<file path="config.mk">
export PLATFORM = sky130hd
export DESIGN_NAME = ring_ptr_mgr
export DESIGN_NICKNAME = d
export VERILOG_FILES = /design/src/rtl/ring_pkg.sv /design/src/rtl/ring_regif.sv /design/src/rtl/ring_ptr_core.sv /design/src/rtl/ring_irq_gen.sv /design/src/rtl/ring_ptr_mgr.sv
export SDC_FILE = /design/constraint.sdc
export NUM_CORES = 1
export LEC_CHECK = 0
export ABC_CLOCK_PERIOD_IN_PS = 9950
export BUFFER_PORTS_ARGS = -buffer_cell sky130_fd_sc_hd__buf_2
export CORE_UTILIZATION = 42
export CTS_BUF_LIST = sky130_fd_sc_hd__clkbuf_4 sky130_fd_sc_hd__clkbuf_8
export CTS_CLUSTER_DIAMETER = 40
export DETAILED_ROUTE_END_ITERATION = 7
export PLACE_DENSITY = 0.55
export SETUP_SLACK_MARGIN = 0.4
export SLEW_MARGIN = 20
export SYNTH_ARGS = -nofsm -noshare
export SYNTH_HDL_FRONTEND = slang
export SYNTH_HIERARCHICAL = 1
export SYNTH_SLANG_ARGS = --single-unit
</file>
<file path="constraint.sdc">
create_clock -name clk -period 9.95 [get_ports clk]
set_input_delay 0.4975 -clock clk [delete_from_list [all_inputs] [get_ports clk]]
set_output_delay 0.4975 -clock clk [all_outputs]
set_load 0.02 [all_outputs]
</file>
<file path="src/rtl/ring_pkg.sv">
// Package: register offsets and the write-strobe bundle shared by the
// register decoder and the pointer core.
package ring_pkg;

    localparam int OFF_LEN  = 'h000;
    localparam int OFF_STAT = 'h004;
    localparam int OFF_THR  = 'h008;
    localparam int OFF_WPTR = 'h00C;
    localparam int OFF_FMT  = 'h010;
    localparam int OFF_HALT = 'h014;
    localparam int OFF_REL  = 'h018;
    localparam int OFF_POST = 'h01C;

    localparam logic [31:0] FMT_SMALL_CODE = 32'd1;
    localparam logic [31:0] FMT_LARGE_CODE = 32'd7;

    typedef struct packed {
        logic len_we;
        logic fmt_we;
        logic thr_we;
        logic halt_we;
        logic rel_we;
        logic post_we;
    } wr_strobe_t;

endpackage

</file>
<file path="src/rtl/ring_regif.sv">
// Register decoder: turns the write strobe and address into per-register
// write pulses and returns registered read data one cycle after a read
// strobe. Assumes at most one access per cycle.
module ring_regif #(
    parameter int ADDR_W = 12,
    parameter int IDX_W  = 14,
    parameter int CNT_W  = 15
) (
    input  logic                   clk,
    input  logic                   rst_n,
    input  logic                   reg_wr,
    input  logic                   reg_rd,
    input  logic [ADDR_W-1:0]      reg_addr,
    output ring_pkg::wr_strobe_t   we,
    input  logic [CNT_W-1:0]       len_eff,
    input  logic                   fmt_small,
    input  logic                   running,
    input  logic [IDX_W-1:0]       wr_idx,
    input  logic [IDX_W-1:0]       rd_idx,
    input  logic [CNT_W-1:0]       done_cnt,
    input  logic                   err_flag,
    input  logic [CNT_W-1:0]       thr_val,
    output logic [31:0]            rdata
);
    import ring_pkg::*;

    logic        hit;
    logic [31:0] rmux;

    // Decode writes into one pulse per register.
    always_comb begin
        we.len_we  = reg_wr && (reg_addr == ADDR_W'(OFF_LEN));
        we.fmt_we  = reg_wr && (reg_addr == ADDR_W'(OFF_FMT));
        we.thr_we  = reg_wr && (reg_addr == ADDR_W'(OFF_THR));
        we.halt_we = reg_wr && (reg_addr == ADDR_W'(OFF_HALT));
        we.rel_we  = reg_wr && (reg_addr == ADDR_W'(OFF_REL));
        we.post_we = reg_wr && (reg_addr == ADDR_W'(OFF_POST));
    end

    // Select the read value for the addressed register.
    always_comb begin
        rmux = '0;
        hit  = 1'b1;
        case (reg_addr)
            ADDR_W'(OFF_LEN):  rmux = 32'(len_eff);
            ADDR_W'(OFF_STAT): begin
                rmux[31]           = err_flag;
                rmux[16 +: IDX_W]  = rd_idx;
                rmux[0 +: CNT_W]   = done_cnt;
            end
            ADDR_W'(OFF_THR):  rmux = 32'(thr_val);
            ADDR_W'(OFF_WPTR): rmux[16 +: IDX_W] = wr_idx;
            ADDR_W'(OFF_FMT):  rmux = fmt_small ? FMT_SMALL_CODE : FMT_LARGE_CODE;
            ADDR_W'(OFF_HALT): rmux = {31'd0, !running};
            ADDR_W'(OFF_REL), ADDR_W'(OFF_POST): rmux = '0;
            default:           hit  = 1'b0;
        endcase
    end

    // Register the read data on a read strobe.
    always_ff @(posedge clk) begin
        if (!rst_n)      rdata <= '0;
        else if (reg_rd) rdata <= rmux;
    end

    // an unmapped read returns zero on the next cycle.
    p_unmapped_zero_r11: assert property (@(posedge clk) disable iff (!rst_n)
        (reg_rd && !hit) |=> (rdata == 32'd0));

endmodule

</file>
<file path="src/rtl/ring_ptr_core.sv">
// Pointer core: holds ring length, descriptor format, run state, write and
// completed indices, outstanding and completed counts and the clamp error
// flag. Assumes length/format are changed only while the ring is idle; such
// writes clear all indices and counts.
module ring_ptr_core #(
    parameter int SMALL_LOG = 14,
    parameter int LARGE_LOG = 12,
    localparam int IDX_W = SMALL_LOG,
    localparam int CNT_W = SMALL_LOG + 1
) (
    input  logic                 clk,
    input  logic                 rst_n,
    input  ring_pkg::wr_strobe_t we,
    input  logic [31:0]          wdata,
    input  logic                 done_tick,
    output logic [CNT_W-1:0]     len_eff,
    output logic                 fmt_small,
    output logic                 running,
    output logic [IDX_W-1:0]     wr_idx,
    output logic [IDX_W-1:0]     rd_idx,
    output logic [CNT_W-1:0]     done_cnt,
    output logic                 err_flag
);
    import ring_pkg::*;

    localparam logic [CNT_W-1:0] LIM_SMALL = CNT_W'(1) << SMALL_LOG;
    localparam logic [CNT_W-1:0] LIM_LARGE = CNT_W'(1) << LARGE_LOG;

    logic [CNT_W-1:0] len_q;
    logic [CNT_W-1:0] outst_q;
    logic [CNT_W-1:0] lim;
    logic [CNT_W-1:0] req_n, free_n, post_n, rel_n;
    logic [CNT_W:0]   wr_sum, rd_sum, wr_wrap, rd_wrap;
    logic             step, fmt_ok, cfg_clear;

    // Effective length: programmed length clamped to the format limit, floor 1.
    always_comb begin
        lim = fmt_small ? LIM_SMALL : LIM_LARGE;
        if (len_q == '0)     len_eff = CNT_W'(1);
        else if (len_q > lim) len_eff = lim;
        else                 len_eff = len_q;
    end

    // Batch clamps, completion qualifier and modulo index arithmetic.
    always_comb begin
        req_n   = wdata[CNT_W-1:0];
        free_n  = len_eff - outst_q - done_cnt;
        post_n  = (req_n > free_n)   ? free_n   : req_n;
        rel_n   = (req_n > done_cnt) ? done_cnt : req_n;
        step    = done_tick && running && (outst_q != '0);
        fmt_ok  = we.fmt_we && ((wdata == FMT_SMALL_CODE) || (wdata == FMT_LARGE_CODE));
        cfg_clear = we.len_we || fmt_ok;
        wr_sum  = {2'b00, wr_idx} + {1'b0, post_n};
        rd_sum  = {2'b00, rd_idx} + {1'b0, rel_n};
        wr_wrap = (wr_sum >= {1'b0, len_eff}) ? wr_sum - {1'b0, len_eff} : wr_sum;
        rd_wrap = (rd_sum >= {1'b0, len_eff}) ? rd_sum - {1'b0, len_eff} : rd_sum;
    end

    // Run state follows the halt register: zero runs, anything else halts.
    always_ff @(posedge clk) begin
        if (!rst_n)          running <= 1'b0;
        else if (we.halt_we) running <= (wdata == 32'd0);
    end

    // Configuration registers and ring state update.
    always_ff @(posedge clk) begin
        if (!rst_n) begin
            len_q     <= LIM_LARGE;
            fmt_small <= 1'b0;
            wr_idx    <= '0;
            rd_idx    <= '0;
            outst_q   <= '0;
            done_cnt  <= '0;
            err_flag  <= 1'b0;
        end else if (cfg_clear) begin
            if (we.len_we) len_q     <= wdata[CNT_W-1:0];
            if (fmt_ok)    fmt_small <= (wdata == FMT_SMALL_CODE);
            wr_idx   <= '0;
            rd_idx   <= '0;
            outst_q  <= '0;
            done_cnt <= '0;
            err_flag <= 1'b0;
        end else begin
            outst_q  <= outst_q + (we.post_we ? post_n : '0) - CNT_W'(step);
            done_cnt <= done_cnt - (we.rel_we ? rel_n : '0) + CNT_W'(step);
            if (we.post_we) begin
                wr_idx   <= wr_wrap[IDX_W-1:0];
                err_flag <= (req_n > free_n);
            end
            if (we.rel_we) begin
                rd_idx   <= rd_wrap[IDX_W-1:0];
                err_flag <= (req_n > done_cnt);
            end
        end
    end

    // the write index always lies inside the ring.
    p_wr_in_ring_r4: assert property (@(posedge clk) disable iff (!rst_n)
        {1'b0, wr_idx} < len_eff);

    // the completed index always lies inside the ring.
    p_rd_in_ring_r7: assert property (@(posedge clk) disable iff (!rst_n)
        {1'b0, rd_idx} < len_eff);

    // outstanding plus completed never exceeds the ring length.
    p_occupancy_r5: assert property (@(posedge clk) disable iff (!rst_n)
        ({1'b0, outst_q} + {1'b0, done_cnt}) <= {1'b0, len_eff});

    // while halted the completed count never rises.
    p_halt_hold_r6: assert property (@(posedge clk) disable iff (!rst_n)
        (!running && !we.halt_we) |=> (done_cnt <= $past(done_cnt)));

endmodule

</file>
<file path="src/rtl/ring_irq_gen.sv">
// Interrupt generator: holds the threshold and emits a one-cycle pulse each
// time the completed count moves from not above to above the threshold.
module ring_irq_gen #(
    parameter int CNT_W = 15
) (
    input  logic             clk,
    input  logic             rst_n,
    input  logic             thr_we,
    input  logic [CNT_W-1:0] thr_wdata,
    input  logic [CNT_W-1:0] done_cnt,
    output logic [CNT_W-1:0] thr_val,
    output logic             irq
);
    logic above_c, above_q;

    // Compare the completed count against the threshold.
    always_comb above_c = (done_cnt > thr_val);

    // Threshold register.
    always_ff @(posedge clk) begin
        if (!rst_n)      thr_val <= '0;
        else if (thr_we) thr_val <= thr_wdata;
    end

    // Edge detect on the above-threshold condition.
    always_ff @(posedge clk) begin
        if (!rst_n) begin
            above_q <= 1'b0;
            irq     <= 1'b0;
        end else begin
            above_q <= above_c;
            irq     <= above_c && !above_q;
        end
    end

    // a pulse lasts exactly one cycle.
    p_irq_single_r9: assert property (@(posedge clk) disable iff (!rst_n)
        irq |=> !irq);

    // a pulse follows a cycle where the count exceeded the threshold.
    p_irq_cause_r10: assert property (@(posedge clk) disable iff (!rst_n)
        irq |-> $past(done_cnt > thr_val));

endmodule

</file>
<file path="src/rtl/ring_ptr_mgr.sv">
// Top level: descriptor ring pointer manager. Connects the register decoder,
// the pointer core and the interrupt generator.
module ring_ptr_mgr #(
    parameter int ADDR_W    = 12,
    parameter int SMALL_LOG = 14,
    parameter int LARGE_LOG = 12
) (
    input  logic              clk,
    input  logic              rst_n,
    input  logic              reg_wr_i,
    input  logic              reg_rd_i,
    input  logic [ADDR_W-1:0] reg_addr_i,
    input  logic [31:0]       reg_wdata_i,
    output logic [31:0]       reg_rdata_o,
    input  logic              done_tick_i,
    output logic              irq_o
);
    localparam int IDX_W = SMALL_LOG;
    localparam int CNT_W = SMALL_LOG + 1;

    ring_pkg::wr_strobe_t we;
    logic [CNT_W-1:0] len_eff, done_cnt, thr_val;
    logic [IDX_W-1:0] wr_idx, rd_idx;
    logic             fmt_small, running, err_flag;

    ring_regif #(.ADDR_W(ADDR_W), .IDX_W(IDX_W), .CNT_W(CNT_W)) u_regif (
        .clk(clk), .rst_n(rst_n),
        .reg_wr(reg_wr_i), .reg_rd(reg_rd_i), .reg_addr(reg_addr_i),
        .we(we),
        .len_eff(len_eff), .fmt_small(fmt_small), .running(running),
        .wr_idx(wr_idx), .rd_idx(rd_idx), .done_cnt(done_cnt),
        .err_flag(err_flag), .thr_val(thr_val),
        .rdata(reg_rdata_o)
    );

    ring_ptr_core #(.SMALL_LOG(SMALL_LOG), .LARGE_LOG(LARGE_LOG)) u_core (
        .clk(clk), .rst_n(rst_n),
        .we(we), .wdata(reg_wdata_i), .done_tick(done_tick_i),
        .len_eff(len_eff), .fmt_small(fmt_small), .running(running),
        .wr_idx(wr_idx), .rd_idx(rd_idx), .done_cnt(done_cnt),
        .err_flag(err_flag)
    );

    ring_irq_gen #(.CNT_W(CNT_W)) u_irq (
        .clk(clk), .rst_n(rst_n),
        .thr_we(we.thr_we), .thr_wdata(reg_wdata_i[CNT_W-1:0]),
        .done_cnt(done_cnt), .thr_val(thr_val), .irq(irq_o)
    );

endmodule

</file>
* Word-level counts from Yosys, hierarchy flattened
Cells that the tools add are included.
** Storage, ports and cells
- Bits in read-only memories :: 0
- Bits of input ports :: 49
- Memories kept :: 0
- Memory bits (writable) :: 0
- Logic and storage cells :: 77
- Output and inout port bits :: 33
- Bits in latches :: 0
- Flip-flop bits (word level) :: 125
** Cells by class
- Bitwise operators :: 1
- $mul :: 0
- $lt $le $gt $ge :: 6
- Reductions and logical operators :: 22
- Eq/ne operators :: 9
- $add $sub $neg :: 10
- Divide/modulo/power cells :: 0
- Multiplexer cells :: 17
- Shift operators :: 0
** Operators by type and width (count)
- two-way mux 15 bit :: 7
- one-hot mux 15 bit (5 select lines) :: 1
- greater-than comparator 15 bit :: 4
- equality test 12 x 5 -> 1 bit, second input constant :: 4
- subtractor 15 bit :: 3
- one-hot mux 14 bit (3 select lines) :: 1
- adder 14 x 15 -> 16 bit :: 2
- equality test 32 x 1 -> 1 bit, second input constant :: 1
- equality test 32 x 3 -> 1 bit, second input constant :: 1
- greater-or-equal comparator 16 x 15 -> 1 bit :: 2
- zero test 32 bit :: 1
- two-way mux 14 bit :: 2
- subtractor 14 bit :: 2
- equality test 12 x 4 -> 1 bit, second input constant :: 2
- adder 15 x 1 -> 15 bit :: 1
- adder 15 bit :: 1
- zero test 15 bit :: 1
- nonzero test 15 bit :: 1
- subtractor 15 x 1 -> 15 bit :: 1
- equality test 12 x 3 -> 1 bit, second input constant :: 1
- zero test 12 bit :: 1
- logical AND 1 bit :: 10
- two-way mux 1 bit :: 4
- AND reduction 2 bit :: 2
- 7 further kinds :: 9

* Longest topological paths before layout
Gate-level depths: netlist of run 1.
- Depth in word-level cells :: 11
- Mapped depth :: 46
- Depth with buffers taken out :: 43

* Modules after synthesis
The synthesis of run 1 kept the hierarchy.
** Modules (own cells, without submodules)
- ring_ptr_core :: cells each 1188, seq. area each 1521.5 um^2, times used 1, area each 9361.5 um^2
- ring_regif :: cells each 196, seq. area each 600.6 um^2, times used 1, area each 1624.1 um^2
- ring_irq_gen :: cells each 105, seq. area each 340.3 um^2, times used 1, area each 1002.2 um^2

* Worst setup path after synthesis of run 1
Ideal clock, no wire load.
- Path type :: register to register
- From :: register u_core.fmt_small
- To :: register u_core.wr_idx[11]
- Arrival time :: 8926 ps
- Setup time :: 74 ps
- Data required time :: 9876 ps
- Clock period less this slack :: 9000 ps
- Cell stages (with the launch flop) :: 45
- Setup slack :: 950 ps
- Path buffers :: 4
- Cells stage by stage :: dfxtp_1 > inv_1 > ha_1 > a21oi_1 > o21bai_4 > clkbuf_1 > nand2_1 > inv_1 > fa_1 > ha_1 > nor2b_1 > o31a_1 > o21a_1 > o21ai_0 > nand2b_1 > a21oi_1 > xor2_1 > ha_1 > [9 not listed] > inv_1 > fa_1 > nor2b_1 > o31a_1 > o211ai_1 > nand2_1 > nand4_1 > nand3b_1 > xor2_1 > ha_1 > inv_1 > o22ai_1 > a211o_1 > o21ba_2 > o31ai_1 > buf_2 > nand3_1 > a31oi_1
** Between the ends
- Cells in the longest elaborated chain, start to end :: 11
- Elaborated cells between the ends (all ways) :: 12
- Those cells by class :: add/sub (4); order compare (3); mux (5)
** Ends and longest elaborated chain
- start: declaration :: line ring_ptr_core.sv:17 : output logic fmt_small,
- start signal: assignment :: line ring_ptr_core.sv:77 : if (fmt_ok) fmt_small <= (wdata == FMT_SMALL_CODE);
- two-way mux 15 bit (*) :: line ring_ptr_core.sv:38 : lim = fmt_small ? LIM_SMALL : LIM_LARGE;
- greater-than comparator 15 bit (*) :: line ring_ptr_core.sv:40 : else if (len_q > lim) len_eff = lim;
- two-way mux 15 bit (*) :: line ring_ptr_core.sv:40
- two-way mux 15 bit (*) :: line ring_ptr_core.sv:39 : if (len_q == '0) len_eff = CNT_W'(1);
- via len_eff[2] :: line ring_ptr_mgr.sv:22 : logic [CNT_W-1:0] len_eff, done_cnt, thr_val;
- subtractor 15 bit (2 in a row) :: line ring_ptr_core.sv:47 : free_n = len_eff - outst_q - done_cnt;
- greater-than comparator 15 bit :: line ring_ptr_core.sv:48 : post_n = (req_n > free_n) ? free_n : req_n;
- two-way mux 15 bit :: line ring_ptr_core.sv:48
- adder 14 x 15 -> 16 bit :: line ring_ptr_core.sv:53 : wr_sum = {2'b00, wr_idx} + {1'b0, post_n};
- subtractor 14 bit or greater-or-equal comparator 16 x 15 -> 1 bit (tied branches) :: line ring_ptr_core.sv:55 : wr_wrap = (wr_sum >= {1'b0, len_eff}) ? wr_sum - {1'b0, len_eff} : wr_sum;
- two-way mux 14 bit (*) :: line ring_ptr_core.sv:55
- end signal: assignment :: line ring_ptr_core.sv:87 : wr_idx <= wr_wrap[IDX_W-1:0];
- end: declaration :: line ring_ptr_core.sv:19 : output logic [IDX_W-1:0] wr_idx,
The timed path passes the listed nets; every way through them passes the cells marked *.
A chain may end at the register's enable or synchronous reset.

* Final worst setup path of run 1
- From :: register u_core.len_q[1]
- To :: register u_core.wr_idx[13]
** Between the ends
- Cells in the longest elaborated chain, start to end :: 10
- Elaborated cells between the ends (all ways) :: 12
- Those cells by class :: add/sub (4); order compare (3); mux (4); reduce/logical (1)
** Ends and longest elaborated chain
- start: declaration :: line ring_ptr_core.sv:29 : logic [CNT_W-1:0] len_q;
- start signal: assignment :: line ring_ptr_core.sv:76 : if (we.len_we) len_q <= wdata[CNT_W-1:0];
- greater-than comparator 15 bit :: line ring_ptr_core.sv:40
- two-way mux 15 bit :: line ring_ptr_core.sv:40
- two-way mux 15 bit (*) :: line ring_ptr_core.sv:39
- via len_eff[7] :: line ring_ptr_mgr.sv:22
- subtractor 15 bit (2 in a row) :: line ring_ptr_core.sv:47
- greater-than comparator 15 bit :: line ring_ptr_core.sv:48
- two-way mux 15 bit :: line ring_ptr_core.sv:48
- adder 14 x 15 -> 16 bit :: line ring_ptr_core.sv:53
- subtractor 14 bit or greater-or-equal comparator 16 x 15 -> 1 bit (tied branches) :: line ring_ptr_core.sv:55
- two-way mux 14 bit (*) :: line ring_ptr_core.sv:55
Marked as above.

==> results of run 1 <==
worst paths after layout:
check	slack, ns	start	depth (start not counted)	to
max	0.83	u_core/len_q[1]	39	u_core/wr_idx[13]
max reg2reg	0.83	u_core/len_q[1]	39	u_core/wr_idx[13]
min reg2reg	0.42	u_irq/above_q	1	u_irq/irq
min	0.42	u_irq/above_q	1	u_irq/irq
registers in the layout, summed over array words and instances (netlist names), 14 cells and up:
register	flops
u_core/wr_idx	14
u_core/outst_q	15
u_core/done_cnt	15
u_core/rd_idx	14
u_core/len_q	15
u_regif/rdata	30
u_irq/thr_val	15
per-layer routing:
layer  wire length (um)  share of wire [%]  vias to the layer above  GRT usage [%]
met3               2680                6.8                       49           3.89
li1                   -                  -                     5484              -
met4               1280                3.3                        0           10.9
met5                  0                  0                        -              0
met1              18700                 47                     5141           38.1
met2              16700                 42                      389           41.8
area by class of cell:
class	instances	area, um^2
tap	378	473
sequential	123	2460
timing repair buffer	99	546
multi-input combinational	1193	8910
fill	2843	14700
clock inverter	15	153
inverter	127	477
clock buffer	17	234
metrics by stage:
stage                     util (%)  instance area, um^2  hold WS, ns
final                         47.5                13300        0.416
after global routing          47.5                13300        0.437
after CTS                     47.0                13100        0.415
after detailed placement      45.5                12700        0.413
after global placement        45.5                12700        0.414
after floorplan                  -                12000        0.370
critical path: cells and delay by family, from the launching register on:
family	cells	cell delay (ns)
AOI/OAI and AO/OA	12	3.02
and+or+nand+nor	15	2.89
adders and majority gates	6	1.67
buffers and inverters	4	0.54
DFF	1	0.36
muxes	1	0.36
xor gates and xnor gates	1	0.18
cell families (layout without fill, tap and decap cells):
family,after synthesis,after routing,synth area share (%)
and+or+nand+nor,452,453,19.1
other,1,2,0.0313
DFF,123,123,20.5
adders and majority gates,195,195,21.6
AOI/OAI and AO/OA,391,392,20.5
buffers and inverters,176,258,5.89
muxes,73,73,6.50
xor gates and xnor gates,78,78,5.82
Yosys cell counts, types with 3 or more instances:
cell type,n
mux2i_1,43
buf_4,6
and2_1,10
nand3_1,35
o21a_1,16
o31ai_1,6
and3_1,7
xor2_1,27
or2_2,8
o21ai_1,19
a211oi_1,12
dfxtp_1,123
nor3_1,34
a22oi_1,12
or3_1,7
a2111o_1,4
o21bai_1,6
o41ai_1,5
mux2_2,29
fa_1,20
nand4_1,20
a31o_2,3
xnor2_1,49
nor4_1,15
nand2b_1,16
nor2b_1,47
o211ai_1,11
ha_1,175
inv_1,126
clkbuf_1,31
o31a_1,8
a31oi_1,35
nand2_1,140
nor2_1,86
a21o_1,27
buf_2,6
buf_1,4
a21boi_0,3
nand3b_1,8
nor3b_1,4
a21oi_1,96
o21ai_0,106
what timing repair did:
action                                  4_1_cts  5_1_grt
pin swaps                                     1        6
setup buffers                                 3        7
endpoints found under the setup margin        2       14
hold buffers                                  0        0
gates cloned                                  0        2
resized for setup                             1       13
==> reports/qor.csv, run 1 <==
metric,value,unit
die height,171,um
Max H-tree Level,4,
CTS root buf,clkbuf_8,
Max-slew headroom,29.0,%
vias,11100,
Post-synth ARST share,0,%
RSZ-0062 raised after global routing,false,
layout cell share with drive strength beyond 1,13.2,%
Layout Skew,0.0233,ns
clock tree sinks,123,
worst slack at placement,0.203,ns
CP dominant cell by count,ha_1,
top post-synthesis cells by area,"dfxtp_1 21%, ha_1 18%, o21ai_0 4.4%",
Mean Syn Cell Area,8.05,um^2
crit-path max FO,13,
ant diodes,0,
Mapped Area,12000,um^2
antenna violations before repair,0,
Crit. End Element,register,
clk_lat worst skew,0.47,ns
Bufs on Longest Clock Path,2,
Initial Util,42.9,%
DIE WIDTH,171,um
Slowest cell on crit path,or4_1,
fin crit period,9.12,ns
first-pass GRT wire length,59.1,mm
Synth cell types,75,
I/O pins,82,
number of I/O port buffers,79,
number of global-route vias before repair,10100,
launching element type of the critical path,register,
CTS tree,done,
GRT Total Usage,27.2,%
core area,27900,um^2
Core Rows,61,
wire per inst,20.2,um
die area,29200,um^2
Post-Synthesis Cells,1489,
Post-synth EDFFs,0,
"slowest stage delay, CP",0.48,ns
period utilization,91.7,%
final RePlAce weighted congestion,0.919,
Layout Nets,1805,
antenna-violating nets left,0,
DRT iter0 DRCs,908,
"CTS clk-pin slew, worst paths",0.10,ns
YS warnings,6,
Syn-to-layout area delta,10.6,%
final hold vios,0,
Hold Crit Class,reg2reg,
"FF+latch count, synth",123,
min setup slack post-route,0.829,ns
post-DP HPWL,30.8,mm
final wirelength,39.4,mm
vias per cell,5.67,
worst-margin pin slew,1.06,ns
iteration count of the initial detailed-routing pass,6,
global route total overflow,0,
setup violators final,0,
Max Cap Viol,0,
non-filler instance count after layout,1952,
Synth top area share,20.5,%
outcome,completed,
Synth area leader,dfxtp_1,
max-slew violations,0,
Critical Path RT,10.31,ns
post-route setup TNS,0,ns
max frequency,110,MHz
CP Class,reg2reg,
critical path data arrival time,9.48,ns
Residual DRC,0,
largest net degree at the start of global routing,55,
"Seq/Total Area, Yosys",20.5,%
Inst Count DP,1908,
"most common cell after layout, fill and taps aside",ha_1,
CTS Buf Count,17,
most common flop cell mapped by yosys,dfxtp_1,
most frequent cells in the layout,"175 x ha_1, 136 x nand2_1, 126 x inv_1",
Power of run 1 is left out: the tool's default activity adds up to more than one toggle a clock period on the data nets, which glitch-free logic cannot reach.
==> run 2, diff against run 1 <==
Settings changed: CTS_CLUSTER_SIZE from default to 24, PLACE_DENSITY 0.55 to 0.69.
==> reports/qor.csv, run 2 (same netlist as run 1, synthesis figures left out) <==
metric,value,unit
FF/Latch Area,2460,um^2
DRT iter0 DRCs,1015,
launching element type of the critical path,register,
CTS Buf Count,17,
crit-path max FO,13,
number of global-route vias before repair,10400,
vias,11300,
cts hold-fix bufs,0,
post-route setup TNS,0,ns
final wirelength,37.9,mm
GRT Total Usage,26.0,%
Initial Util,42.9,%
clock tree sinks,123,
post-DP HPWL,28.9,mm
Hold Path Cell Cnt,1,
"CTS clk-pin slew, worst paths",0.09,ns
Core Rows,61,
CP dominant cell by count,ha_1,
Residual DRC,0,
Layout Nets,1804,
Inst Count DP,1907,
antenna violations before repair,0,
wire per inst,19.4,um
max frequency,109,MHz
"most common cell after layout, fill and taps aside",ha_1,
Syn-to-layout area delta,10.6,%
FILL cells,2776,
die height,171,um
ant diodes,0,
core area,27900,um^2
CP Class,reg2reg,
DIE WIDTH,171,um
Bufs on Longest Clock Path,2,
CTS tree,done,
CTS root buf,clkbuf_8,
global route total overflow,0,
antenna-violating nets left,0,
final hold vios,0,
fin crit period,9.19,ns
RSZ-0062 raised after global routing,false,
critical path data arrival time,9.57,ns
worst-margin pin slew,1.14,ns
first-pass GRT wire length,57.3,mm
largest net degree at the start of global routing,55,
Critical Path RT,10.33,ns
non-filler instance count after layout,1951,
I/O pins,82,
"Most flops, register",u_regif/rdata,
most frequent cells in the layout,"175 x ha_1, 136 x nand2_1, 126 x inv_1",
multi-input logic area,8910,um^2
Hold Crit Class,reg2reg,
Slowest cell on crit path,or4_1,
max-slew violations,0,
setup violators final,0,
Max Cap Viol,0,
hold_ws,0.410,ns
die area,29200,um^2
vias per cell,5.79,
Layout Skew,0.0194,ns
outcome,completed,
Max H-tree Level,4,
Crit. End Element,register,
number of flip-flops in the largest register,30,
depth of the most critical reg-to-reg path,35,
"slowest stage delay, CP",0.48,ns
Max-slew headroom,23.8,%
final RePlAce weighted congestion,0.926,
period utilization,92.4,%
number of I/O port buffers,79,
clk_lat worst skew,0.47,ns
iteration count of the initial detailed-routing pass,5,
layout cell share with drive strength beyond 1,13.1,%
[run 2: routing by layer]
layer	GRT usage (%)	share of wire (%)	wire length [um]	vias up
met4	14.2	5.2	1970	0
met3	4.42	9.4	3570	85
met2	38.6	41	15600	508
li1	-	-	-	5474
met5	0	0	0	-
met1	35.5	44	16700	5235
[run 2: timing repair]
action / 4_1_cts / 5_1_grt
gates resized for setup: 2 / 14
pin swaps: 1 / 4
cloned: 1 / 1
buffers inserted: 0 / 10
endpoints found under the setup margin: 1 / 15
[run 2: critical path, delay by kind of cell, from the launching register on]
kind,cells,cell delay (ns)
AO/OA/AOI/OAI,13,3.30
XOR/XNOR,1,0.18
adder cells (fa/ha/maj),6,2.13
buffers and inverters,5,0.77
flip-flops,1,0.41
AND/OR/NAND/NOR,10,2.34
[run 2: area by class of cell]
type | instances | area share, %
clock buffer | 18 | 1.82
clock inverter | 14 | 1.21
inverter | 127 | 3.59
multi-input combinational | 1193 | 67.2
sequential | 123 | 18.6
tap | 378 | 3.57
timing repair buffer | 98 | 4.06
[run 2: per-stage QoR]
step	utilization (%)	setup WS (ns)	instance area, um^2
floorplan	-	0.950	12000
global placement	45.5	0.512	12700
detailed placement	45.5	0.242	12700
CTS	47.0	0.464	13100
global route	47.5	0.361	13300
finish	47.5	0.760	13300
[run 2: path summary, 6_finish.rpt]
check                         from                 to  slack [ns]
setup / recovery  u_core/fmt_small  u_core/wr_idx[13]        0.76
hold / removal       u_irq/above_q          u_irq/irq        0.41
setup reg to reg  u_core/fmt_small  u_core/wr_idx[13]        0.76
hold reg to reg      u_irq/above_q          u_irq/irq        0.41
Power of run 2 is left out for the same reason.
